$ cat src/rtl/phase_step_pkg.sv
package phase_step_pkg;

   typedef enum logic [1:0] {
      FMT_420 = 2'd0,
      FMT_422 = 2'd1,
      FMT_444 = 2'd2
   } plane_fmt_e;

   typedef enum logic [1:0] {
      ST_IDLE  = 2'd0,
      ST_ISSUE = 2'd1,
      ST_WAIT  = 2'd2
   } seq_state_e;

   localparam int unsigned N_OPS = 4;

endpackage

$ cat src/rtl/step_divider.sv
module step_divider #(
   parameter int unsigned NUM_W = 26,
   parameter int unsigned DEN_W = 12,
   parameter int unsigned Q_W   = 16
) (
   input  logic             clk,
   input  logic             rst_n,
   input  logic             go,
   input  logic [NUM_W-1:0] num,
   input  logic [DEN_W-1:0] den,
   output logic [Q_W-1:0]   quo,
   output logic             valid
);
   localparam int unsigned CW = $clog2(NUM_W + 1);

   if (NUM_W < 2) begin : g_bad_num
      $error("step_divider: NUM_W too small");
   end

   logic [DEN_W-1:0] rem_q;
   logic [NUM_W-1:0] shf_q;
   logic [DEN_W-1:0] den_q;
   logic [CW-1:0]    cnt_q;
   logic             act_q;

   logic [DEN_W:0]   trial;
   logic [DEN_W:0]   diff;
   logic             fits;

   always_comb begin
      trial = {rem_q, shf_q[NUM_W-1]};
      diff  = trial - {1'b0, den_q};
      fits  = (trial >= {1'b0, den_q});
   end

   always_ff @(posedge clk or negedge rst_n) begin
      if (!rst_n) begin
         rem_q <= '0;
         shf_q <= '0;
         den_q <= '0;
         cnt_q <= '0;
         act_q <= 1'b0;
         valid <= 1'b0;
      end else begin
         valid <= 1'b0;
         if (go) begin
            rem_q <= '0;
            shf_q <= num;
            den_q <= den;
            cnt_q <= CW'(NUM_W);
            act_q <= 1'b1;
         end else if (act_q) begin
            rem_q <= fits ? diff[DEN_W-1:0] : trial[DEN_W-1:0];
            shf_q <= {shf_q[NUM_W-2:0], fits};
            cnt_q <= cnt_q - 1'b1;
            if (cnt_q == CW'(1)) begin
               act_q <= 1'b0;
               valid <= 1'b1;
            end
         end
      end
   end

   if (Q_W <= NUM_W) begin : g_trunc
      assign quo = shf_q[Q_W-1:0];
   end else begin : g_extend
      assign quo = {{(Q_W-NUM_W){1'b0}}, shf_q};
   end

endmodule

$ cat src/rtl/chroma_origin.sv
module chroma_origin
   import phase_step_pkg::*;
#(
   parameter int unsigned OFS_W  = 32,
   parameter int unsigned FRAC_W = 13
) (
   input  logic [1:0]       fmt,
   input  logic [2:0]       siting,
   output logic [OFS_W-1:0] h_ofs,
   output logic [OFS_W-1:0] v_ofs
);
   localparam logic [OFS_W-1:0] QTR  = OFS_W'(1) << (FRAC_W - 2);
   localparam logic [OFS_W-1:0] HALF = QTR << 1;

   logic sub420;

   always_comb begin
      sub420 = (fmt == FMT_420);
      v_ofs  = '0;
      h_ofs  = '0;
      if (sub420) begin
         case (siting)
            3'd0, 3'd1: v_ofs = -QTR;
            3'd4, 3'd5: v_ofs = -HALF;
            default:    v_ofs = '0;
         endcase
         case (siting)
            3'd1, 3'd3, 3'd5: h_ofs = -QTR;
            default:          h_ofs = '0;
         endcase
      end
   end

endmodule

$ cat src/rtl/phase_step_calc.sv
module phase_step_calc
   import phase_step_pkg::*;
#(
   parameter int unsigned DIM_W  = 12,
   parameter int unsigned FRAC_W = 13,
   parameter int unsigned INC_W  = 16,
   parameter int unsigned OFS_W  = 32
) (
   input  logic             clk,
   input  logic             rst_n,
   input  logic             start,
   input  logic [1:0]       src_fmt,
   input  logic [1:0]       dst_fmt,
   input  logic [2:0]       siting,
   input  logic [DIM_W-1:0] src_w,
   input  logic [DIM_W-1:0] src_h,
   input  logic [DIM_W-1:0] dst_w,
   input  logic [DIM_W-1:0] dst_h,
   output logic             busy,
   output logic             done,
   output logic             dim_err,
   output logic [INC_W-1:0] luma_hinc,
   output logic [INC_W-1:0] luma_vinc,
   output logic [INC_W-1:0] chroma_hinc,
   output logic [INC_W-1:0] chroma_vinc,
   output logic [OFS_W-1:0] chroma_hstart,
   output logic [OFS_W-1:0] chroma_vstart
);
   localparam int unsigned NUM_W = DIM_W + FRAC_W + 1;
   localparam int unsigned KW    = $clog2(N_OPS);

   if (FRAC_W < 2) begin : g_bad_frac
      $error("phase_step_calc: FRAC_W must be at least 2");
   end
   if (OFS_W <= FRAC_W) begin : g_bad_ofs
      $error("phase_step_calc: OFS_W must exceed FRAC_W");
   end

   seq_state_e       state_q;
   logic [KW-1:0]    op_q;
   logic [1:0]       sfmt_q, dfmt_q;
   logic [DIM_W-1:0] sw_q, sh_q, dw_q, dh_q;
   logic [INC_W-1:0] res_q [N_OPS];

   logic [DIM_W-1:0] c_sw, c_sh, c_dw, c_dh;
   logic [DIM_W-1:0] src_sel, den_sel;
   logic [NUM_W-1:0] num_sel;
   logic             den_zero;
   logic             div_go;
   logic [INC_W-1:0] div_quo;
   logic             div_valid;
   logic [OFS_W-1:0] org_h, org_v;
   logic             last_op;

   // chroma plane extents
   always_comb begin
      c_sw = (sfmt_q == FMT_420 || sfmt_q == FMT_422) ? (sw_q >> 1) : sw_q;
      c_sh = (sfmt_q == FMT_420) ? (sh_q >> 1) : sh_q;
      c_dw = (dfmt_q == FMT_422) ? (dw_q >> 1) : dw_q;
      c_dh = dh_q;
   end

   // operand selection, one division per op index
   always_comb begin
      case (op_q)
         KW'(0):  begin src_sel = sw_q; den_sel = dw_q; end
         KW'(1):  begin src_sel = sh_q; den_sel = dh_q; end
         KW'(2):  begin src_sel = c_sw; den_sel = c_dw; end
         default: begin src_sel = c_sh; den_sel = c_dh; end
      endcase
      num_sel  = NUM_W'({src_sel, {FRAC_W{1'b0}}}) + NUM_W'(den_sel >> 1);
      den_zero = (den_sel == '0);
      div_go   = (state_q == ST_ISSUE) && !den_zero;
      last_op  = (op_q == KW'(N_OPS - 1));
   end

   chroma_origin #(
      .OFS_W  (OFS_W),
      .FRAC_W (FRAC_W)
   ) u_origin (
      .fmt    (src_fmt),
      .siting (siting),
      .h_ofs  (org_h),
      .v_ofs  (org_v)
   );

   step_divider #(
      .NUM_W (NUM_W),
      .DEN_W (DIM_W),
      .Q_W   (INC_W)
   ) u_div (
      .clk   (clk),
      .rst_n (rst_n),
      .go    (div_go),
      .num   (num_sel),
      .den   (den_sel),
      .quo   (div_quo),
      .valid (div_valid)
   );

   always_ff @(posedge clk or negedge rst_n) begin
      if (!rst_n) begin
         state_q       <= ST_IDLE;
         op_q          <= '0;
         sfmt_q        <= '0;
         dfmt_q        <= '0;
         sw_q          <= '0;
         sh_q          <= '0;
         dw_q          <= '0;
         dh_q          <= '0;
         done          <= 1'b0;
         dim_err       <= 1'b0;
         chroma_hstart <= '0;
         chroma_vstart <= '0;
         for (int i = 0; i < N_OPS; i++) res_q[i] <= '0;
      end else begin
         done <= 1'b0;
         case (state_q)
            ST_IDLE: begin
               if (start) begin
                  sfmt_q        <= src_fmt;
                  dfmt_q        <= dst_fmt;
                  sw_q          <= src_w;
                  sh_q          <= src_h;
                  dw_q          <= dst_w;
                  dh_q          <= dst_h;
                  op_q          <= '0;
                  dim_err       <= 1'b0;
                  chroma_hstart <= org_h;
                  chroma_vstart <= org_v;
                  state_q       <= ST_ISSUE;
               end
            end
            ST_ISSUE: begin
               if (den_zero) begin
                  res_q[op_q] <= '1;
                  dim_err     <= 1'b1;
                  if (last_op) begin
                     state_q <= ST_IDLE;
                     done    <= 1'b1;
                  end else begin
                     op_q <= op_q + 1'b1;
                  end
               end else begin
                  state_q <= ST_WAIT;
               end
            end
            default: begin
               if (div_valid) begin
                  res_q[op_q] <= div_quo;
                  if (last_op) begin
                     state_q <= ST_IDLE;
                     done    <= 1'b1;
                  end else begin
                     op_q    <= op_q + 1'b1;
                     state_q <= ST_ISSUE;
                  end
               end
            end
         endcase
      end
   end

   assign busy        = (state_q != ST_IDLE);
   assign luma_hinc   = res_q[0];
   assign luma_vinc   = res_q[1];
   assign chroma_hinc = res_q[2];
   assign chroma_vinc = res_q[3];

endmodule

$ cat config.mk
export PLATFORM = sky130hd
export DESIGN_NAME = phase_step_calc
export DESIGN_NICKNAME = d
export VERILOG_FILES = /design/src/rtl/phase_step_pkg.sv /design/src/rtl/step_divider.sv /design/src/rtl/chroma_origin.sv /design/src/rtl/phase_step_calc.sv
export SDC_FILE = /design/constraint.sdc
export NUM_CORES = 1
export LEC_CHECK = 0
export BUFFER_PORTS_ARGS = -buffer_cell sky130_fd_sc_hd__buf_2
export CORE_MARGIN = 2
export CORE_UTILIZATION = 59
export DETAILED_ROUTE_END_ITERATION = 16
export GPL_TIMING_DRIVEN = 0
export PLACE_DENSITY = 0.87
export SETUP_SLACK_MARGIN = 0.1
export SLEW_MARGIN = 5
export SYNTH_ARGS = -nofsm -noshare
export SYNTH_HDL_FRONTEND = slang
export SYNTH_SLANG_ARGS = --single-unit
$ cat constraint.sdc
create_clock -name clk -period 4.6 [get_ports clk]
set_input_delay 0.23 -clock clk [delete_from_list [all_inputs] [get_ports clk]]
set_output_delay 0.23 -clock clk [all_outputs]
set_load 0.05 [all_outputs]
# Yosys cells after proc, flatten, opt, wreduce, memory -nomap -nowiden
# Index checks and enable logic that the tools add are counted.
[totals]
elab_cells = 115
mem_bits_rw = 0
reg_bits = 243
out_inout_bits = 131
in_bits = 58
mem_bits_ro = 0
latch_bits = 0
memories = 0
[classes]
n_reduce_logical = 23
order_cmp = 3
add_sub_neg = 4
div_mod_pow = 0
eq_ne = 14
shift = 0
n_mux = 46
bitwise = 3
multipliers = 0
[op_table]
columns = ["cell", "count"]
rows = [
  ["64-bit 2-to-1 mux", 2],
  ["64-bit one-hot mux with 2 select lines", 1],
  ["32-bit 2-to-1 mux", 3],
  ["12-bit 2-to-1 mux", 6],
  ["64-bit bitwise mux", 1],
  ["64-bit bitwise OR", 1],
  ["32-bit one-hot mux with 2 select lines", 1],
  ["26-bit 2-to-1 mux", 2],
  ["12-bit one-hot mux with 3 select lines", 1],
  ["16-bit demux with 2-bit select", 1],
  ["25-bit by 11-bit adder with 26-bit output", 1],
  ["12-bit one-hot mux with 2 select lines", 1],
  ["16-bit 2-to-1 mux", 1],
  ["2-bit 2-to-1 mux", 8],
  ["13-bit by 12-bit >= comparator with 1-bit output", 1],
  ["12-bit logical NOT", 1],
  ["1-bit 2-to-1 mux", 12],
  ["3-bit AND reduction", 4],
  ["12-bit subtractor", 1],
  ["5-bit 2-to-1 mux", 2],
  ["2-bit by 1-bit equality test with 1-bit output (second input constant)", 4],
  ["2-bit logical NOT", 4],
  ["2-bit one-hot mux with 2 select lines", 2],
  ["2-bit nonzero test", 4],
  ["other kinds (22)", 28],
]

# Logic depth before layout (Yosys ltp)
# Gate-level depths: netlist of the first run.
[logic_depth]
depth_word = 8
ltp_mapped = 14
ltp_nobuf = 10

# Hierarchy
# Synthesis of the first run repeated with hierarchy kept, for this count alone.
[hier_totals]
cells_unflattened = 1132
area_unflattened_um2 = 12303.0
[modules_own_cells]
columns = ["module", "n_inst", "cells_each", "area_each_um2", "seq_area_each_um2"]
rows = [
  ["phase_step_calc", 1, 706, 8468.1, 4654.5],
  ["step_divider", 1, 360, 3343.2, 1426.4],
  ["chroma_origin", 1, 66, 491.7, 0.0],
]

# Least setup slack after synthesis of the first run
# No wires, ideal clock.
[synth_path]
path_kind = "register -> register"
from = "register op_q[0]"
to = "register res_q (netlist bit chroma_vinc[10])"
n_path_buf = 4
period_less_slack_ns = 2.700
setup_time_ns = 0.080
arrival_time_ns = 2.620
required_ns = 4.520
setup_slack_ns = 1.900
path_stages_with_launch = 14
path_cell_list = "dfrtp_1 -> inv_1 -> ha_1 -> buf_6 -> buf_6 -> nand2_1 -> o32ai_1 -> or4_4 -> or4_4 -> o21ai_2 -> and2_1 -> buf_6 -> buf_12 -> a2bb2oi_1"
[synth_between]
elab_chain_cells = 8
elab_cells_between_ends = 17
cone_classes = "order compare (2); eq/ne (2); mux (7); bitwise (2); reduce/logical (4)"
[synth_rtl]
columns = ["element", "line", "source"]
rows = [
  ["start, declared", "phase_step_calc.sv:40", "logic [KW-1:0] op_q;"],
  ["start signal, assigned", "phase_step_calc.sv:142", "op_q <= op_q + 1'b1;"],
  ["start signal, assigned", "phase_step_calc.sv:155", "op_q <= op_q + 1'b1;"],
  ["2-bit inverter with 3-bit output (implied by the code)", "phase_step_calc.sv:136, phase_step_calc.sv:150", ""],
  ["3-bit >= comparator (implied by the code) / 3-bit by 1-bit less-than comparator with 1-bit output (equally long branches)", "phase_step_calc.sv:136, phase_step_calc.sv:150", ""],
  ["1-bit logical AND (implied by the code)", "phase_step_calc.sv:136, phase_step_calc.sv:150", ""],
  ["16-bit 2-to-1 mux (implied by the code)", "phase_step_calc.sv:136, phase_step_calc.sv:150", ""],
  ["16-bit demux with 2-bit select", "phase_step_calc.sv:136, phase_step_calc.sv:150", ""],
  ["64-bit bitwise mux / 64-bit bitwise OR (equally long branches)", "--", ""],
  ["64-bit 2-to-1 mux (on tied branches)", "phase_step_calc.sv:149, phase_step_calc.sv:135", ""],
  ["64-bit one-hot mux with 2 select lines", "phase_step_calc.sv:118", "case (state_q)"],
  ["end signal, assigned by index", "phase_step_calc.sv:150", "res_q[op_q] <= div_quo;"],
  ["end, declared", "phase_step_calc.sv:43", "logic [INC_W-1:0] res_q [N_OPS];"],
]
# Parallel ways exist; a longest one is shown, timed or not. The select of a mux whose other input is x is not followed.
# A chain may end at the register's enable or synchronous reset.

# Final worst setup path of the first run
[layout_path]
from = "register op_q[0]"
to = "register u_div.den_q[6]"
[layout_between]
elab_chain_cells = 5
elab_cells_between_ends = 6
cone_classes = "eq/ne (1); mux (1); reduce/logical (4)"
[layout_rtl]
columns = ["element", "line", "source"]
rows = [
  ["2-bit equality test / 2-bit logical NOT (equally long branches)", "phase_step_calc.sv:65", "case (op_q)"],
  ["12-bit one-hot mux with 2 select lines *", "phase_step_calc.sv:65", ""],
  ["12-bit logical NOT", "phase_step_calc.sv:72", "den_zero = (den_sel == '0);"],
  ["1-bit logical NOT", "phase_step_calc.sv:73", "div_go = (state_q == ST_ISSUE) && !den_zero;"],
  ["1-bit logical AND", "phase_step_calc.sv:73", ""],
  ["end signal, assigned", "step_divider.sv:49", "den_q <= den;"],
  ["end, declared", "step_divider.sv:22", "logic [DEN_W-1:0] den_q;"],
]
# Mark *: on every way between the ends. The rest lies on a longest branch, timed or not.

==> results.tsv, run 1 <==
metric	value	unit
Worst Min Path Start	dst_w[2]	
Routed WL	23740	um
Max Root-Sink Buffers	2	
most frequent cells in the layout	nand2_1 (215), dfrtp_1 (182), buf_2 (173), a2bb2oi_1 (63), buf_4 (62)	
vias in the first global route	7576	
Placer Congestion	0.8824	
#FFs+latches synth	182	
Wirelength per Cell	17.24	um
Synth Instances	926	
reg2reg end	u_div.den_q[6]	
Worst Setup Path Type	reg2reg	
DR iter-0 viols	759	
Die ar.	16350	um^2
reg-to-reg startpoint	op_q[0]	
DRC	0	
CP max stage cell	nor2_1	
layout cells sized above 1	0.2439	
Compound-Gate Fraction of Synth Area	0.1775	
hold crit path type	in2reg	
HPWL after DPL	15950	um
initial antenna violation count	0	
area leader, netlist	dfrtp_1	
Tot GR Track Use	0.2965	
nets	1253	
Synth async-reset ratio	1.000	
dominant combinational cell family by area after synthesis	compound AO/OA/AOI/OAI gates	
final period utilization	0.7228	
hold path cells	3	
worst path required time	4.91	ns
Multi-input gate area	3690	um^2
crit-path most repeated cell	buf_6	
leading post-synthesis cells by cell area	dfrtp_1 (50%), nand2_1 (8.9%), a2bb2oi_1 (6.1%)	
RSZ-0062 raised after global routing	no	
# diodes	0	
Mapped Area	9050	um^2
CTS H-tree depth	4	
Leak	5.882	nW
Worst Path Max Fanout	10	
Worst Path Arrival	3.63	ns
status	complete, but fails checks	
Port Buffers	166	
sequential fraction of the synthesis area	0.5032	
slew margin rel.	0.4057	
CTS tree	built	
mux contribution to synthesized area	0.03097	
post-route ant nets	0	
FF+latch area	4554	um^2
Simple-Gate Fraction of Synth Area	0.1543	
Max Clock Skew	0.008525	ns
CP cell instances	inv_1 > ha_1 > buf_6 > buf_6 > buf_2 > nor3b_1 > a31oi_1 > nand4_1 > nor4_1 > nor2_1 > clkbuf_1 > nand2_1 > a21boi_0	
VDD IR max	0.0007862	V
worst r2r path cells	13	
Fillers	987	
failing checks	negative hold slack	
Root Buffer	clkbuf_16	
synth warn	0	
Worst Hold End	dw_q[2]	
r2r setup slk	1.28	ns
CP max stage delay	0.54	ns
io pins	189	
worst-margin pin slew	0.8799	ns
Sink Count	182	
std cell rows	45	
cell family with most CP delay	simple AND/OR/NAND/NOR gates	
Fin. Hold Viols	1	
clk_lat worst skew	0.44	ns
Initial Util	0.5998	
Num CTS Buffers	17	
CP Capture Type	register	
Fin Hold WS	-0.002666	ns
PwrDens	803.2	nW/um^2
drt pass-1 iters	8	
top-area cell type share of the netlist area	0.5032	
largest net degree at the start of global routing	96	
CP bufs+invs	5	
CTS clk-pin slew, worst paths	0.07	ns
PostCTS Resize Cnt	0	
adder-cell share of the synthesized area	0.02710	
area grow syn2layout	24.30	%
Final Max Slew Viols	0	
synthesized area per cell	9.773	um^2
width of the die	127.9	um
xor/xnor cell area share of the yosys netlist	0.008710	
routed vias	7924	
fmax	0.3008	GHz
core region area	15090	um^2
Post-synth EDFFs	0	
commonest non-fill, non-tap cell in the layout	nand2_1	
Most used DFF post-synth	dfrtp_1	
Yosys cell types	66	
setup tns final	0	ns
Worst setup SP type	register	
total global routing overflow	0	
fin crit period	3.325	ns
DIE HEIGHT	127.9	um
first-pass GRT wire length	38480	um
setup violators final	0	
DR vias/cell	5.755	
max-cap viol count	0	
[registers in the layout (all words and copies together), names as in the netlist]
signal,flops
sw_q,12
luma_hinc,16
chroma_hstart,1
sfmt_q,2
u_div.den_q,12
c_dh,12
state_q,2
u_div.valid,1
done,1
dim_err,1
chroma_vstart,2
dfmt_q,2
u_div.rem_q,12
dw_q,12
sh_q,12
luma_vinc,16
chroma_hinc,16
u_div.act_q,1
op_q,2
chroma_vinc,16
u_div.cnt_q,5
u_div.shf_q,26
[Yosys cell counts (all sizes together), types with 3 or more instances]
| master | number |
|---|---|
| nor2 | 47 |
| or4 | 3 |
| a221oi | 12 |
| a211oi | 3 |
| dfrtp | 182 |
| buf | 84 |
| o21ai | 26 |
| nor3 | 4 |
| nor2b | 6 |
| a32oi | 11 |
| clkbuf | 36 |
| nor4 | 6 |
| o32ai | 4 |
| nor3b | 8 |
| a21o | 4 |
| nand2b | 4 |
| inv | 25 |
| and2 | 7 |
| nand3 | 10 |
| a31oi | 12 |
| ha | 18 |
| o21a | 4 |
| a21boi | 21 |
| nand2 | 215 |
| o211ai | 3 |
| xor2 | 5 |
| xnor2 | 4 |
| a2bb2oi | 64 |
| a21oi | 38 |
| mux2i | 28 |
[kinds of logic after synthesis]
kind of cell | Yosys count
AND/OR/NAND/NOR | 324
AO/OA/AOI/OAI | 218
flip-flops | 182
buffers and inverters | 145
multiplexers | 28
adder cells (fa/ha/maj) | 19
XOR/XNOR | 9
other | 1
[power breakdown]
| group | switching (W) | internal [W] | total [W] | leakage, nW |
|---|---|---|---|---|
| registers | 0.000544 | 0.00226 | 0.00281 | 2.29 |
| logic | 0.00308 | 0.00170 | 0.00478 | 3.31 |
| clock network | 0.000677 | 0.000769 | 0.00145 | 0.283 |
[stage by stage]
stage	std cells	total power [W]	instance area (um^2)	worst slack [ns]	utilization
after global placement	1301	0.007323	10190	0.5041	0.6756
final	1377	0.009035	11250	1.275	0.7455
after CTS	1377	0.008953	11250	1.346	0.7455
after detailed placement	1302	0.007461	10230	1.439	0.6781
after floorplan	947	0.006380	9129	1.900	-
after global routing	1377	0.009565	11250	1.032	0.7455
[final cells by class]
| cell class | count | area share |
|---|---|---|
| Buffer | 120 | 0.07029 |
| Tap cell | 188 | 0.02091 |
| Sequential cell | 182 | 0.4049 |
| Clock buffer | 17 | 0.03782 |
| Clock inverter | 15 | 0.01435 |
| Multi-Input combinational cell | 620 | 0.3280 |
| Timing Repair Buffer | 210 | 0.1154 |
| Inverter | 25 | 0.008342 |
[worst min-delay path, stage by stage]
cell and delay (ns):
buf_2 0.07, nand2_1 0.05, nand2_1 0.05
[how the worst max path moves through the flow]
stage / startpoint / endpoint / slack (ns) / depth (start not counted)
floorplan: op_q[0] / chroma_vinc[10] / 1.90 / 13
global placement: rst_n / chroma_hinc[2] / 0.50 / 1
detailed placement: op_q[0] / u_div.den_q[6] / 1.44 / 11
CTS: op_q[0] / u_div.den_q[6] / 1.35 / 12
global route: op_q[0] / u_div.den_q[6] / 1.03 / 13
finish: op_q[0] / u_div.den_q[6] / 1.28 / 13
[layer usage]
metal	GRT usage	wire length [um]
met1	0.3894	9651
met5	0	0
met4	0.1157	812
met3	0.04674	1322
met2	0.4989	11960
[what timing repair did]
| item | CTS | global route |
|---|---|---|
| hold buffers | 43 | 0 |
| setup endpoints to repair | 0 | 0 |
| buffers inserted | 0 | 0 |
| endpoints found under the hold margin | 129 | 0 |
(Power assumes the default switching activity.)
==> run 2, diff against run 1 <==
--- a/config.mk
+++ b/config.mk
@@ -7,10 +7,10 @@
 export LEC_CHECK = 0
 export BUFFER_PORTS_ARGS = -buffer_cell sky130_fd_sc_hd__buf_2
 export CORE_MARGIN = 2
-export CORE_UTILIZATION = 59
+export CORE_UTILIZATION = 50
 export DETAILED_ROUTE_END_ITERATION = 16
 export GPL_TIMING_DRIVEN = 0
-export PLACE_DENSITY = 0.87
+export PLACE_DENSITY = 0.79
 export SETUP_SLACK_MARGIN = 0.1
 export SLEW_MARGIN = 5
 export SYNTH_ARGS = -nofsm -noshare
==> constraint.sdc (replaced) <==
create_clock -name clk -period 2.9 [get_ports clk]
set_input_delay 0.145 -clock clk [delete_from_list [all_inputs] [get_ports clk]]
set_output_delay 0.145 -clock clk [all_outputs]
set_load 0.05 [all_outputs]
==> results.tsv, run 2 (synthesis gave the netlist of run 1 again) <==
metric	value	unit	change
Initial Util	0.5073		-0.09249
Sink Count	182		unchanged
max-cap viol count	0		unchanged
largest net degree at the start of global routing	93		-3.1%
CP bufs+invs	7		+2
max reg flops	26		unchanged
vias in the first global route	8096		+6.9%
Fillers	1136		+15%
setup violators final	90		+90
CTS H-tree depth	4		unchanged
total global routing overflow	0		unchanged
Routed WL	28210	um	+19%
status	complete, but fails checks		
final core occ	0.7026		-0.04295
routed vias	8399		+6.0%
Setup WS post-layout	-0.2052	ns	-1.480 ns
cell family with most CP delay	simple AND/OR/NAND/NOR gates		
std cell rows	49		+8.9%
Worst Path Arrival	3.47	ns	-0.16 ns
VDD IR max	0.001156	V	+47%
Pwr Total	0.01588	W	+76%
CTS tree	built		
Tot GR Track Use	0.2598		-0.03664
nets	1299		+3.7%
Num CTS Buffers	17		unchanged
CP Capture Type	register		
layout cells sized above 1	0.3409		+0.09699
width of the die	138.5	um	+8.4%
final period utilization	1.071		+0.3480
fmax	0.3220	GHz	+7.1%
initial antenna violation count	0		unchanged
fin crit period	3.105	ns	-0.2197 ns
PwrDens	1267	nW/um^2	+58%
Worst Path Max Fanout	10		unchanged
Fin. Hold Viols	0		-1
most frequent cells in the layout	nand2_1 (213), dfrtp_1 (181), buf_2 (167), buf_4 (80), dlygate4sd3_1 (57)		
drt pass-1 iters	5		-3
CP max stage cell	or4_4		
failing checks	negative setup slack		
Die ar.	19190	um^2	+17%
slew margin rel.	0.4582		+0.05250
# diodes	0		unchanged
area grow syn2layout	38.50	%	
CP cell instances	inv_2 > buf_4 > ha_4 > buf_6 > buf_8 > nor3b_1 > a31oi_1 > nand4_1 > or4_4 > o21ai_4 > and2_4 > buf_8 > buf_12 > buf_12 > a2bb2oi_2		
hold path cells	4		+1
worst r2r path cells	15		+2
DR vias/cell	5.737		-0.30%
Biggest register	u_div.shf_q		
worst-margin pin slew	0.8127	ns	-0.06715 ns
DIE HEIGHT	138.5	um	+8.4%
core region area	17840	um^2	+18%
Placer Congestion	0.8703		-1.4%
Final Max Slew Viols	0		unchanged
Root Buffer	clkbuf_16		
WP depth	15		+2
setup tns final	-7.502	ns	-7.502 ns
commonest non-fill, non-tap cell in the layout	nand2_1		
post-route ant nets	0		unchanged
CP max stage delay	0.49	ns	-0.05 ns
DRC	0		unchanged
CTS clk-pin slew, worst paths	0.07	ns	about the same
worst path required time	3.27	ns	-1.64 ns
HPWL after DPL	16250	um	+1.9%
Wirelength per Cell	19.27	um	+12%
Worst Setup Path Type	reg2reg		
DR iter-0 viols	739		-2.6%
RSZ-0062 raised after global routing	yes		
Worst setup SP type	register		
clk_lat worst skew	0.44	ns	about the same
Max Clock Skew	0.01212	ns	+0.003592 ns
Max Root-Sink Buffers	2		unchanged
io pins	189		unchanged
hold crit path type	in2reg		
Port Buffers	166		unchanged
first-pass GRT wire length	40670	um	+5.7%
Leak	6.374	nW	+8.4%
==> run 2: worst register-to-register path: cells and delay by family, from the launching register on <==
kind,cells,cell delay [ns]
fa+ha+maj,1,0.16
compound gates,3,0.64
simple gates,4,0.95
buf+inv,7,0.88
flops,1,0.39
==> run 2: per-stage QoR <==
stage | cells | worst slack, ns | cell area (um^2) | hold slack, ns
final | 1464 | -0.2052 | 12530 | 0.1156
after global routing | 1464 | -0.2663 | 12530 | 0.1391
after CTS | 1442 | -0.03366 | 11800 | 0.1188
after detailed placement | 1343 | -0.2956 | 10280 | 0.2057
after global placement | 1342 | -1.172 | 10250 | 0.3356
after floorplan | 947 | 0.2001 | 9129 | -0.1506
==> run 2: area by class of cell <==
cell class	count	area (um^2)	area share
inverter	25	93.84	0.007487
clock buffer	17	425.4	0.03394
clock inverter	15	192.7	0.01537
timing repair buffer	256	1808	0.1442
multi-input combinational	620	4270	0.3407
sequential	182	4556	0.3634
tap	229	286.5	0.02286
buffer	120	902.1	0.07197
==> run 2: routing by layer <==
metal	wire length, um	GRT usage	vias to the layer above
li1	-	-	3740
met4	1311	0.1171	0
met1	11230	0.3259	4124
met3	1664	0.05214	108
met5	0	0	-
met2	14010	0.4380	427
==> run 2: worst paths after layout <==
kind / slack [ns] / endpoint / from
worst max-delay path: -0.21 / chroma_vinc[11] / op_q[0]
worst min-delay path: 0.12 / chroma_vstart[30] / start
worst max register to register: -0.21 / chroma_vinc[11] / op_q[0]
worst min register to register: 0.48 / c_dh[0] / c_dh[0]
max in group asynchronous: 1.70 / chroma_vinc[1] / rst_n
min in group asynchronous: 0.32 / c_dh[1] / rst_n
==> run 2: timing repair <==
action                                  in CTS  in global routing
buffers inserted                             9                 16
cloned                                       1                  7
hold buffers                                57                  0
hold endpoints to repair                   145                  0
pin swaps                                    3                 21
gates resized for setup                     43                156
endpoints found under the setup margin     125                125
==> run 2: power breakdown <==
| group | leakage (nW) | total, W | switching, W | internal (W) |
|---|---|---|---|---|
| sequential | 2.28 | 0.00456 | 0.000966 | 0.00359 |
| clock | 0.301 | 0.00246 | 0.00108 | 0.00138 |
| combinational | 3.79 | 0.00886 | 0.00560 | 0.00326 |
| total | 6.37 | 0.0159 | 0.00764 | 0.00823 |
==> run 3, diff against run 2 <==
--- a/config.mk
+++ b/config.mk
@@ -7,10 +7,10 @@
 export LEC_CHECK = 0
 export BUFFER_PORTS_ARGS = -buffer_cell sky130_fd_sc_hd__buf_2
 export CORE_MARGIN = 2
-export CORE_UTILIZATION = 50
+export CORE_UTILIZATION = 55
 export DETAILED_ROUTE_END_ITERATION = 16
 export GPL_TIMING_DRIVEN = 0
-export PLACE_DENSITY = 0.79
+export PLACE_DENSITY = 0.82
 export SETUP_SLACK_MARGIN = 0.1
 export SLEW_MARGIN = 5
 export SYNTH_ARGS = -nofsm -noshare
==> constraint.sdc (replaced) <==
create_clock -name clk -period 3.55 [get_ports clk]
set_input_delay 0.1775 -clock clk [delete_from_list [all_inputs] [get_ports clk]]
set_output_delay 0.1775 -clock clk [all_outputs]
set_load 0.05 [all_outputs]
==> results.tsv, run 3 (synthesis gave the netlist of run 1 again) <==
metric	value	unit	change
clk_lat worst skew	0.45	ns	about the same
Comb pwr share	0.531		-0.027
vias in the first global route	7748		-4.3%
core region area	16000	um^2	-10%
P_int	0.006095	W	-26%
slew margin rel.	0.4032		-0.05497
routed vias	7763		-7.6%
CTS H-tree depth	4		unchanged
fin crit period	3.162	ns	+0.05671 ns
most frequent cells in the layout	nand2_1 (215), dfrtp_1 (182), buf_2 (172), a2bb2oi_1 (63), buf_4 (62)		
CP bufs+invs	5		-2
DIE HEIGHT	132.3	um	-4.5%
Pwr Total	0.01172	W	-26%
DRC	0		unchanged
Max Clock Skew	0.01143	ns	-0.0006819 ns
max-cap viol count	0		unchanged
Port Buffers	166		unchanged
Fillers	1161		+2.2%
CTS tree	built		
DR vias/cell	5.478		-4.5%
CP cell instances	inv_1 > ha_1 > buf_2 > clkbuf_4 > nor3b_1 > a31oi_1 > nand4_1 > or4_4 > o21ai_2 > and2_1 > buf_6 > buf_8 > a2bb2oi_1		
setup violators final	0		-100%
drt pass-1 iters	5		unchanged
Tot GR Track Use	0.2791		+0.01922
r2r setup slk	0.39	ns	+0.59 ns
worst-margin pin slew	0.8836	ns	+0.07082 ns
NetSw	0.005626	W	-26%
nets	1265		-2.6%
Setup WS post-layout	0.3881	ns	+0.5933 ns
final period utilization	0.8907		-0.1801
Seq pwr share	0.311		+0.024
largest net degree at the start of global routing	97		+4.3%
max reg flops	26		unchanged
io pins	189		unchanged
post-place setup slack	0.3830	ns	+0.6786 ns
Placer Congestion	0.8864		+1.8%
Worst setup SP type	register		
Net Sw Frac	0.4800		-0.001291
CP max stage cell	or4_4		
Biggest register	u_div.shf_q		
hold crit path type	in2reg		
initial antenna violation count	0		unchanged
Fin. Hold Viols	0		unchanged
Initial Util	0.5656		+0.05835
post-route ant nets	0		unchanged
commonest non-fill, non-tap cell in the layout	nand2_1		
std cell rows	46		-6.1%
Worst Setup Path Type	reg2reg		
Clock power frac	0.157		+0.002
status	completed		
Routed WL	23840	um	-16%
Num CTS Buffers	17		unchanged
Wirelength per Cell	16.82	um	-13%
width of the die	132.3	um	-4.5%
worst path required time	3.91	ns	+0.64 ns
fmax	0.3163	GHz	-1.8%
total global routing overflow	0		unchanged
first-pass GRT wire length	39120	um	-3.8%
Die ar.	17500	um^2	-8.8%
area grow syn2layout	25.94	%	
VDD IR max	0.0009529	V	-18%
CP max stage delay	0.46	ns	-0.03 ns
RSZ-0062 raised after global routing	no		
Sink Count	182		unchanged
Worst Path Arrival	3.52	ns	+0.05 ns
Final Max Slew Viols	0		unchanged
CP Capture Type	register		
# diodes	0		unchanged
Root Buffer	clkbuf_16		
CTS clk-pin slew, worst paths	0.07	ns	about the same
cell family with most CP delay	buffers and inverters		
Leak	5.929	nW	-7.0%
Worst Path Max Fanout	10		unchanged
DR iter-0 viols	706		-4.5%
layout cells sized above 1	0.2423		-0.09859
post-CTS setup buffers	0		-9
PwrDens	1028	nW/um^2	-19%
Max Root-Sink Buffers	2		unchanged
HPWL after DPL	16100	um	-0.94%
run 3: changes by cell type in the layout (fill, tap and decap cells not counted), sizes merged:
cell and change:
inv +5, bufinv -3, clkinvlp +2, buf -32
dlygate4sd3 -2, clkinv -4
run 3: worst reg2reg max path: cells and delay by family, from the launching register on:
| kind | cells | cell delay [ns] |
|---|---|---|
| fa+ha+maj | 1 | 0.24 |
| simple gates | 4 | 0.86 |
| flops | 1 | 0.43 |
| compound gates | 3 | 0.65 |
| buf+inv | 5 | 0.91 |
run 3: per-stage QoR:
| stage | instances | TNS (ns) | utilization | hold WS, ns | area (um^2) |
|---|---|---|---|---|---|
| 2_1_floorplan | 947 | 0 | - | -0.1181 | 9129 |
| 3_3_place_gp | 1329 | -88.76 | 0.6393 | 0.3673 | 10230 |
| 3_5_place_dp | 1330 | 0 | 0.6417 | 0.2152 | 10270 |
| 4_1_cts | 1417 | 0 | 0.7121 | 0.01483 | 11390 |
| 5_1_grt | 1417 | 0 | 0.7123 | 0.03598 | 11400 |
| 6_report | 1417 | 0 | 0.7123 | 0.01791 | 11400 |
run 3: worst paths after layout:
check / cells after the start / endpoint / start
worst min-delay path: 3 / chroma_vstart[30] / siting[1]
min in group asynchronous: 2 / u_div.rem_q[1] / rst_n
worst max register to register: 13 / luma_hinc[14] / op_q[0]
worst min register to register: 2 / chroma_vstart[11] / chroma_vstart[11]
worst max-delay path: 13 / luma_hinc[14] / op_q[0]
max in group asynchronous: 3 / c_dh[6] / rst_n
run 3: power by group through the flow:
stage | Clock (W) | Sequential (W) | Combinational [W]
3_3_place_gp | 0 | 0.00361 | 0.00590
2_1_floorplan | 0 | 0.00417 | 0.00410
3_5_place_dp | 0 | 0.00364 | 0.00607
6_report | 0.00185 | 0.00365 | 0.00623
5_1_grt | 0.00193 | 0.00374 | 0.00677
4_1_cts | 0.00185 | 0.00362 | 0.00616
run 3: timing repair:
| action | 4_1_cts | 5_1_grt |
|---|---|---|
| gates resized for setup | 0 | 3 |
| hold buffers | 55 | 0 |
| endpoints found under the hold margin | 140 | 0 |
| endpoints found under the setup margin | 0 | 11 |
run 3: area by class of cell:
class	count	area (um^2)	share of cell area
clock buffer	17	425.4	0.03733
inverter	25	93.84	0.008234
sequential	182	4554	0.3996
tap	216	270.3	0.02371
clock inverter	15	150.1	0.01317
timing repair buffer	222	1419	0.1245
multi-input combinational	620	3690	0.3237
buffer	120	794.5	0.06971
run 3: routing by layer:
layer,part of all wire,global-route usage,up-vias
met1,0.41,0.3529,3755
met2,0.50,0.4650,274
met5,0,0,-
met4,0.039,0.1410,0
li1,-,-,3667
met3,0.052,0.04806,67
